===== config.mk =====
export PLATFORM = sky130hd
export DESIGN_NAME = sram_host_ctrl
export DESIGN_NICKNAME = d
export VERILOG_FILES = /design/src/rtl/shc_pkg.sv /design/src/rtl/shc_clk_div.sv /design/src/rtl/shc_lane_io.sv /design/src/rtl/sram_host_ctrl.sv
export SDC_FILE = /design/constraint.sdc
export NUM_CORES = 1
export LEC_CHECK = 0
export BUFFER_PORTS_ARGS = -buffer_cell sky130_fd_sc_hd__clkbuf_2
export CAP_MARGIN = 20
export CORE_MARGIN = 3
export CORE_UTILIZATION = 62
export CTS_BUF_LIST = sky130_fd_sc_hd__clkbuf_4 sky130_fd_sc_hd__clkbuf_8
export CTS_CLUSTER_DIAMETER = 50
export DETAILED_ROUTE_END_ITERATION = 6
export PLACE_DENSITY_LB_ADDON = 0.05
export RECOVER_POWER = 100
export REMOVE_ABC_BUFFERS = 1
export SLEW_MARGIN = 20
export SYNTH_ARGS = -nofsm -noshare
export SYNTH_HDL_FRONTEND = slang
export SYNTH_HIERARCHICAL = 1
export SYNTH_SLANG_ARGS = --single-unit

===== constraint.sdc =====
create_clock -name clk_i -period 3.2 [get_ports clk_i]
set_input_delay 0.32 -clock clk_i [delete_from_list [all_inputs] [get_ports clk_i]]
set_output_delay 0.32 -clock clk_i [all_outputs]
set_load 0.01 [all_outputs]

===== src/rtl/shc_pkg.sv =====
package shc_pkg;
  typedef enum logic [1:0] {W_SPI = 2'd0, W_DUAL = 2'd1, W_QUAD = 2'd2} width_e;
  typedef enum logic [2:0] {S_IDLE, S_LOAD, S_CMD, S_DUMMY, S_WDATA, S_RDATA, S_TAIL, S_GAP} state_e;

  localparam logic [7:0] OP_READ  = 8'h03;
  localparam logic [7:0] OP_WRITE = 8'h02;
  localparam logic [7:0] OP_QUAD  = 8'h38;
  localparam logic [7:0] OP_DUAL  = 8'h3B;
  localparam logic [7:0] OP_SPI   = 8'hFF;

  function automatic logic [5:0] byte_beats(width_e w);
    return 6'd8 >> w;
  endfunction

  function automatic logic [5:0] dummy_beats(width_e w);
    case (w)
      W_DUAL:  return 6'd4;
      W_QUAD:  return 6'd2;
      default: return 6'd0;
    endcase
  endfunction
endpackage


===== src/rtl/shc_clk_div.sv =====
module shc_clk_div #(
  parameter int HALF_CYC = 3
) (
  input  logic clk_i,
  input  logic rst_ni,
  input  logic run_i,
  output logic tick_o
);
  localparam int CW = $clog2(HALF_CYC) + 1;
  logic [CW-1:0] cnt;

  assign tick_o = run_i && (cnt == CW'(HALF_CYC - 1));

  always_ff @(posedge clk_i or negedge rst_ni) begin
    if (!rst_ni)                cnt <= '0;
    else if (!run_i || tick_o)  cnt <= '0;
    else                        cnt <= cnt + 1'b1;
  end
endmodule


===== src/rtl/shc_lane_io.sv =====
module shc_lane_io import shc_pkg::*; (
  input  width_e      width_i,
  input  logic        active_i,
  input  logic        drive_i,
  input  logic [3:0]  tx_i,
  input  logic [3:0]  sio_i,
  output logic [3:0]  sio_o,
  output logic [3:0]  sio_oe_o,
  output logic [3:0]  rx_o
);
  always_comb begin
    sio_o    = '0;
    sio_oe_o = '0;
    rx_o     = '0;
    case (width_i)
      W_QUAD: begin
        sio_o    = tx_i;
        sio_oe_o = {4{drive_i}};
        rx_o     = sio_i;
      end
      W_DUAL: begin
        sio_o    = {1'b1, 1'b0, tx_i[3:2]};
        sio_oe_o = {1'b1, 1'b0, drive_i, drive_i};
        rx_o     = {2'b00, sio_i[1:0]};
      end
      default: begin
        sio_o    = {1'b1, 2'b00, tx_i[3]};
        sio_oe_o = 4'b1001;
        rx_o     = {3'b000, sio_i[1]};
      end
    endcase
    if (!active_i) sio_oe_o = '0;
  end
endmodule


===== src/rtl/sram_host_ctrl.sv =====
module sram_host_ctrl import shc_pkg::*; #(
  parameter int HALF_CYC = 3,
  parameter int GAP_CYC  = 3,
  parameter int LEN_W    = 8,
  parameter int ADDR_W   = 17
) (
  input  logic              clk_i,
  input  logic              rst_ni,
  input  logic              req_valid_i,
  output logic              req_ready_o,
  input  logic              req_write_i,
  input  logic [1:0]        req_width_i,
  input  logic [ADDR_W-1:0] req_addr_i,
  input  logic [LEN_W-1:0]  req_len_i,
  input  logic [7:0]        wdata_i,
  output logic              wdata_ack_o,
  output logic [7:0]        rdata_o,
  output logic              rdata_valid_o,
  output logic              busy_o,
  output logic              sram_cs_no,
  output logic              sram_sck_o,
  output logic [3:0]        sio_o,
  output logic [3:0]        sio_oe_o,
  input  logic [3:0]        sio_i
);
  localparam int PAD_W = 24 - ADDR_W;
  localparam int GW    = $clog2(GAP_CYC + 1);

  state_e            st;
  width_e            cur_w, tgt_w;
  logic              wr_r, mode_txn, rd_turn;
  logic [ADDR_W-1:0] addr_r;
  logic [LEN_W-1:0]  len_r;
  logic [5:0]        bcnt;
  logic [31:0]       sr;
  logic [7:0]        rx_sr, rx_next, rdata_q, mode_op;
  logic              rvalid_q, wack_q, cs_n_q, sck_q, tick, run;
  logic [GW-1:0]     gap_cnt;
  logic [2:0]        lane_cnt;
  logic [3:0]        rx_bits;

  assign run      = st inside {S_CMD, S_DUMMY, S_WDATA, S_RDATA, S_TAIL};
  assign lane_cnt = 3'd1 << cur_w;
  assign mode_op  = (cur_w != W_SPI) ? OP_SPI : ((tgt_w == W_QUAD) ? OP_QUAD : OP_DUAL);

  shc_clk_div #(.HALF_CYC(HALF_CYC)) u_div (
    .clk_i(clk_i), .rst_ni(rst_ni), .run_i(run), .tick_o(tick)
  );

  shc_lane_io u_lanes (
    .width_i(cur_w), .active_i(!cs_n_q), .drive_i(!rd_turn), .tx_i(sr[31:28]),
    .sio_i(sio_i), .sio_o(sio_o), .sio_oe_o(sio_oe_o), .rx_o(rx_bits)
  );

  always_comb begin
    case (cur_w)
      W_DUAL:  rx_next = {rx_sr[5:0], rx_bits[1:0]};
      W_QUAD:  rx_next = {rx_sr[3:0], rx_bits};
      default: rx_next = {rx_sr[6:0], rx_bits[0]};
    endcase
  end

  always_ff @(posedge clk_i or negedge rst_ni) begin
    if (!rst_ni) begin
      st <= S_IDLE; cur_w <= W_SPI; tgt_w <= W_SPI;
      wr_r <= 1'b0; mode_txn <= 1'b0; rd_turn <= 1'b0;
      addr_r <= '0; len_r <= '0; bcnt <= '0; sr <= '0;
      rx_sr <= '0; rdata_q <= '0; rvalid_q <= 1'b0; wack_q <= 1'b0;
      cs_n_q <= 1'b1; sck_q <= 1'b0; gap_cnt <= '0;
    end else begin
      rvalid_q <= 1'b0;
      wack_q   <= 1'b0;
      case (st)
        S_IDLE: if (req_valid_i) begin
          tgt_w  <= (req_width_i == 2'd3) ? W_SPI : width_e'(req_width_i);
          wr_r   <= req_write_i;
          addr_r <= req_addr_i;
          len_r  <= req_len_i;
          st     <= S_LOAD;
        end
        S_LOAD: begin
          cs_n_q  <= 1'b0;
          sck_q   <= 1'b0;
          rd_turn <= 1'b0;
          st      <= S_CMD;
          if (cur_w != tgt_w) begin
            mode_txn <= 1'b1;
            sr       <= {mode_op, 24'h0};
            bcnt     <= byte_beats(cur_w);
          end else begin
            mode_txn <= 1'b0;
            sr       <= {wr_r ? OP_WRITE : OP_READ, {PAD_W{1'b0}}, addr_r};
            bcnt     <= 6'd32 >> cur_w;
          end
        end
        S_CMD, S_DUMMY, S_WDATA, S_RDATA: if (tick) begin
          if (!sck_q) begin
            sck_q <= 1'b1;
            if (st == S_RDATA) rx_sr <= rx_next;
          end else begin
            sck_q <= 1'b0;
            if (bcnt != 6'd1) begin
              bcnt <= bcnt - 6'd1;
              sr   <= sr << lane_cnt;
            end else begin
              case (st)
                S_CMD: begin
                  if (mode_txn) st <= S_TAIL;
                  else if (wr_r) begin
                    st <= S_WDATA; sr <= {wdata_i, 24'h0}; wack_q <= 1'b1;
                    bcnt <= byte_beats(cur_w);
                  end else begin
                    rd_turn <= 1'b1;
                    if (dummy_beats(cur_w) != 6'd0) begin
                      st <= S_DUMMY; bcnt <= dummy_beats(cur_w);
                    end else begin
                      st <= S_RDATA; bcnt <= byte_beats(cur_w);
                    end
                  end
                end
                S_DUMMY: begin
                  st <= S_RDATA; bcnt <= byte_beats(cur_w);
                end
                S_WDATA: begin
                  if (len_r == '0) st <= S_TAIL;
                  else begin
                    len_r <= len_r - LEN_W'(1); sr <= {wdata_i, 24'h0};
                    wack_q <= 1'b1; bcnt <= byte_beats(cur_w);
                  end
                end
                default: begin
                  rdata_q <= rx_sr; rvalid_q <= 1'b1;
                  if (len_r == '0) st <= S_TAIL;
                  else begin
                    len_r <= len_r - LEN_W'(1); bcnt <= byte_beats(cur_w);
                  end
                end
              endcase
            end
          end
        end
        S_TAIL: if (tick) begin
          cs_n_q  <= 1'b1;
          gap_cnt <= '0;
          st      <= S_GAP;
          if (mode_txn) cur_w <= (cur_w != W_SPI) ? W_SPI : tgt_w;
        end
        default: begin
          gap_cnt <= gap_cnt + 1'b1;
          if (gap_cnt == GW'(GAP_CYC - 1)) st <= mode_txn ? S_LOAD : S_IDLE;
        end
      endcase
    end
  end

  assign req_ready_o   = (st == S_IDLE);
  assign busy_o        = (st != S_IDLE);
  assign wdata_ack_o   = wack_q;
  assign rdata_o       = rdata_q;
  assign rdata_valid_o = rvalid_q;
  assign sram_cs_no    = cs_n_q;
  assign sram_sck_o    = sck_q;


  sck_idle_chk: assert property (@(posedge clk_i) disable iff (!rst_ni)
    sram_cs_no |-> !sram_sck_o);

  sck_rise_sel_chk: assert property (@(posedge clk_i) disable iff (!rst_ni)
    $rose(sram_sck_o) |-> !sram_cs_no);

  accept_busy_chk: assert property (@(posedge clk_i) disable iff (!rst_ni)
    req_valid_i && req_ready_o |=> busy_o);

  width_switch_chk: assert property (@(posedge clk_i) disable iff (!rst_ni)
    (cur_w != $past(cur_w)) |-> sram_cs_no);

  quad_release_chk: assert property (@(posedge clk_i) disable iff (!rst_ni)
    !sram_cs_no && (st inside {S_DUMMY, S_RDATA}) && cur_w == W_QUAD |-> sio_oe_o == 4'h0);

  dual_release_chk: assert property (@(posedge clk_i) disable iff (!rst_ni)
    !sram_cs_no && (st inside {S_DUMMY, S_RDATA}) && cur_w == W_DUAL |-> sio_oe_o[1:0] == 2'b00);

  hold_high_chk: assert property (@(posedge clk_i) disable iff (!rst_ni)
    !sram_cs_no && cur_w != W_QUAD |-> sio_oe_o[3] && sio_o[3]);

  rvalid_framed_chk: assert property (@(posedge clk_i) disable iff (!rst_ni)
    rdata_valid_o |-> !sram_cs_no);
endmodule


==> flow_summary.toml <==
[worst_setup_path]
path_class = "reg -> reg"
worstPathArrival_ns = 3.20
max_stage_delay_ns = 0.50
cp-end-kind = "flip-flop"
critPathRequiredTime_ns = 3.46
startpoint_type = "flip-flop"
critPathSlowestCell = "dfrtp_1"
crit_cells = 7
path_max_fanout = 21
crit_family = "simple AND/OR/NAND/NOR gates"
critPathBufInv = 2
cp_cell_sequence = "clkbuf_1, nor2b_1, nand3_1, nor3_2, nor2_1, buf_2, mux2_1"
worstRegToRegCells = 7

[cts]
cts.sinks = 98
cts_tree = "yes"
ctsHtreeMaxLevel = 3
ctsResizeCount = 0
post_cts_buffers = 0
hold_buffers = 0
max-clock-path-buffers = 2
numCtsBuffers = 9
clkSlewWorstSetupHoldPaths_ns = 0.10
clock_latency_ns = 0.38
cts_root_buf = "clkbuf_8"

[sta]
drv_slew = 70
timing_hold_violations_final = 0
rsz0062_at_grt = "no"
fin_crit_sh_pct = 92.0
period_needed_ns = 2.95
finClkSkew_ns = 0.0126
max_slew.worst_pin.slew_ns = 1.79
max_clock_freq_mhz = 340
finalSetupViolCount = 0
hold_slack_ns = 0.165
maxSlewHeadroom_pct = -19.1

[final_layout]
drive_gt1_share_pct = 22.4
area_growth_pct = 8.14
final_cells = 833
final_net_count = 754
fillCellCount = 795
final_util_pct = 70.1
antenna_cells = 0

[place]
gp_congestion = 0.922
hpwlAfterDp_um = 11300
port_buffers = 64
dp.cells = 818

[power]
power_mw = 2.07
power_density_mw_per_mm2 = 297
peakVddDrop_mv = 0.333
power.leakage_nw = 3.20

[grt]
grt_usage_pct = 28.1
overflow = 0
antenna_found_initial = 0
grt_max_degree = 70
grt_pass1_vias = 5187
grt_pass1_wl_um = 25900

[status]
outcome = "complete, but fails checks"
violations = "max-capacitance violations, max-slew violations"

[floorplanning]
ios = 65
die_w_um = 108
num_rows = 36
core_area_mm2 = 0.00995
die_area_mm2 = 0.0117
start_util_pct = 64.9
die_y_um = 108

[yosys]
syn_avg_cell_area_um2 = 10.0
yosys_warnings = 6
synthArstFlopShare_pct = 100
synthFlopType = "dfrtp_1"
synth_cell_type_count = 81
synth.top_cell.area_share_pct = 37.6
synthesis.area_mm2 = 0.00646
synth_edf_count = 0
synth_largest_area_cell = "dfrtp_1"
yosysSeqAreaShare_pct = 38.0
synth_area_leaders = "dfrtp_1 (38%), mux2_2 (10%), mux2i_1 (5.1%), mux2_1 (3.8%), ha_1 (2.9%)"
ys_ff_latch = 98
synthCells = 646

[routing]
viasPerCell = 6.41
drtIter0Drc = 358
wirelength_um = 15800
postRouteAntennaNets = 0
drc_errors = 0
vias = 5336
dr.pass1.iters = 5
wl_per_cell_um = 18.9

[min_path]
min_delay_path_depth = 2
min_path_type = "in -> reg"

[run]
cap_violations = 1
worst paths after layout:
kind                                    from            to  slack, ns
max in group asynchronous             rst_ni      len_r[2]       1.22
worst max register to register         st[2]         sr[3]       0.25
worst max-delay path                   st[2]         sr[3]       0.25
worst min register to register  u_div/cnt[0]  u_div/cnt[0]       0.48
worst min-delay path             req_write_i          wr_r       0.16
min in group asynchronous             rst_ni          wr_r       0.41
power by group:
group / total (mW) / internal [mW] / leakage, nW / switching (mW)
Clock: 0.781 / 0.353 / 0.0986 / 0.428
Sequential: 1.24 / 1.24 / 1.32 / 0
Combinational: 0.0540 / 0.0203 / 1.78 / 0.0337
per-stage QoR:
step                setup TNS [ns]  instance area (um^2)  worst slack [ns]
finish                           0                  6980             0.255
global route                     0                  6980            0.0730
floorplan                   -13.91                  6230            -0.668
detailed placement               0                  6900             0.306
global placement                 0                  6900             0.418
CTS                              0                  7080             0.289
cell families after synthesis:
logic type      Yosys count  share of synthesized area (%)
xor+xnor                  7                           1.07
buf+inv                  73                           5.04
flops                    98                           38.0
compound gates          187                           20.2
mux                     116                           19.9
fa+ha+maj                15                           2.91
simple gates            150                           12.9
routing by layer:
metal	wire length (um)	vias up	global-route usage, %
li1	-	2515	-
met1	7140	2616	38.8
met4	347	0	10.3
met2	7510	176	44.6
met5	0	-	0
met3	786	29	4.84
state kept, by name, summed over array words and instances (netlist names), 2 cells and up:
signal     flops
tgt_w          2
st             3
rx_sr          8
cur_w          2
len_r          8
gap_cnt        2
u_div/cnt      3
rdata_o        8
sr            32
bcnt           6
addr_r        17
final cells by class:
class                           instances  area [um^2]  area share [%]
Multi-Input combinational cell        475         3650            52.2
Sequential cell                        98         2450            35.1
Timing Repair Buffer                   87          440            6.31
Tap cell                              133          166            2.38
Clock buffer                            9          124            1.77
Inverter                               25         93.8            1.34
Clock inverter                          6         58.8           0.842
synth_stat cells, types with 10 or more instances:
master / count
dfrtp_1: 97
mux2_2: 59
a31oi_1: 14
nor3_1: 17
nand2_1: 23
nor2_1: 50
clkbuf_1: 21
ha_1: 15
mux2i_1: 33
buf_2: 23
inv_1: 25
o21ai_0: 32
a21oi_1: 35
a22oi_1: 10
mux2_1: 22
cells in the final DEF, fill, tap and decap left out, types with 24 or more instances in the layout:
cell,count
nor2_1,51
mux2i_1,33
clkbuf_2,45
a21oi_1,36
clkbuf_1,26
dfrtp_1,97
o21ai_0,36
inv_1,25
mux2_1,24
mux2_2,57
(Power assumes the default switching activity.)
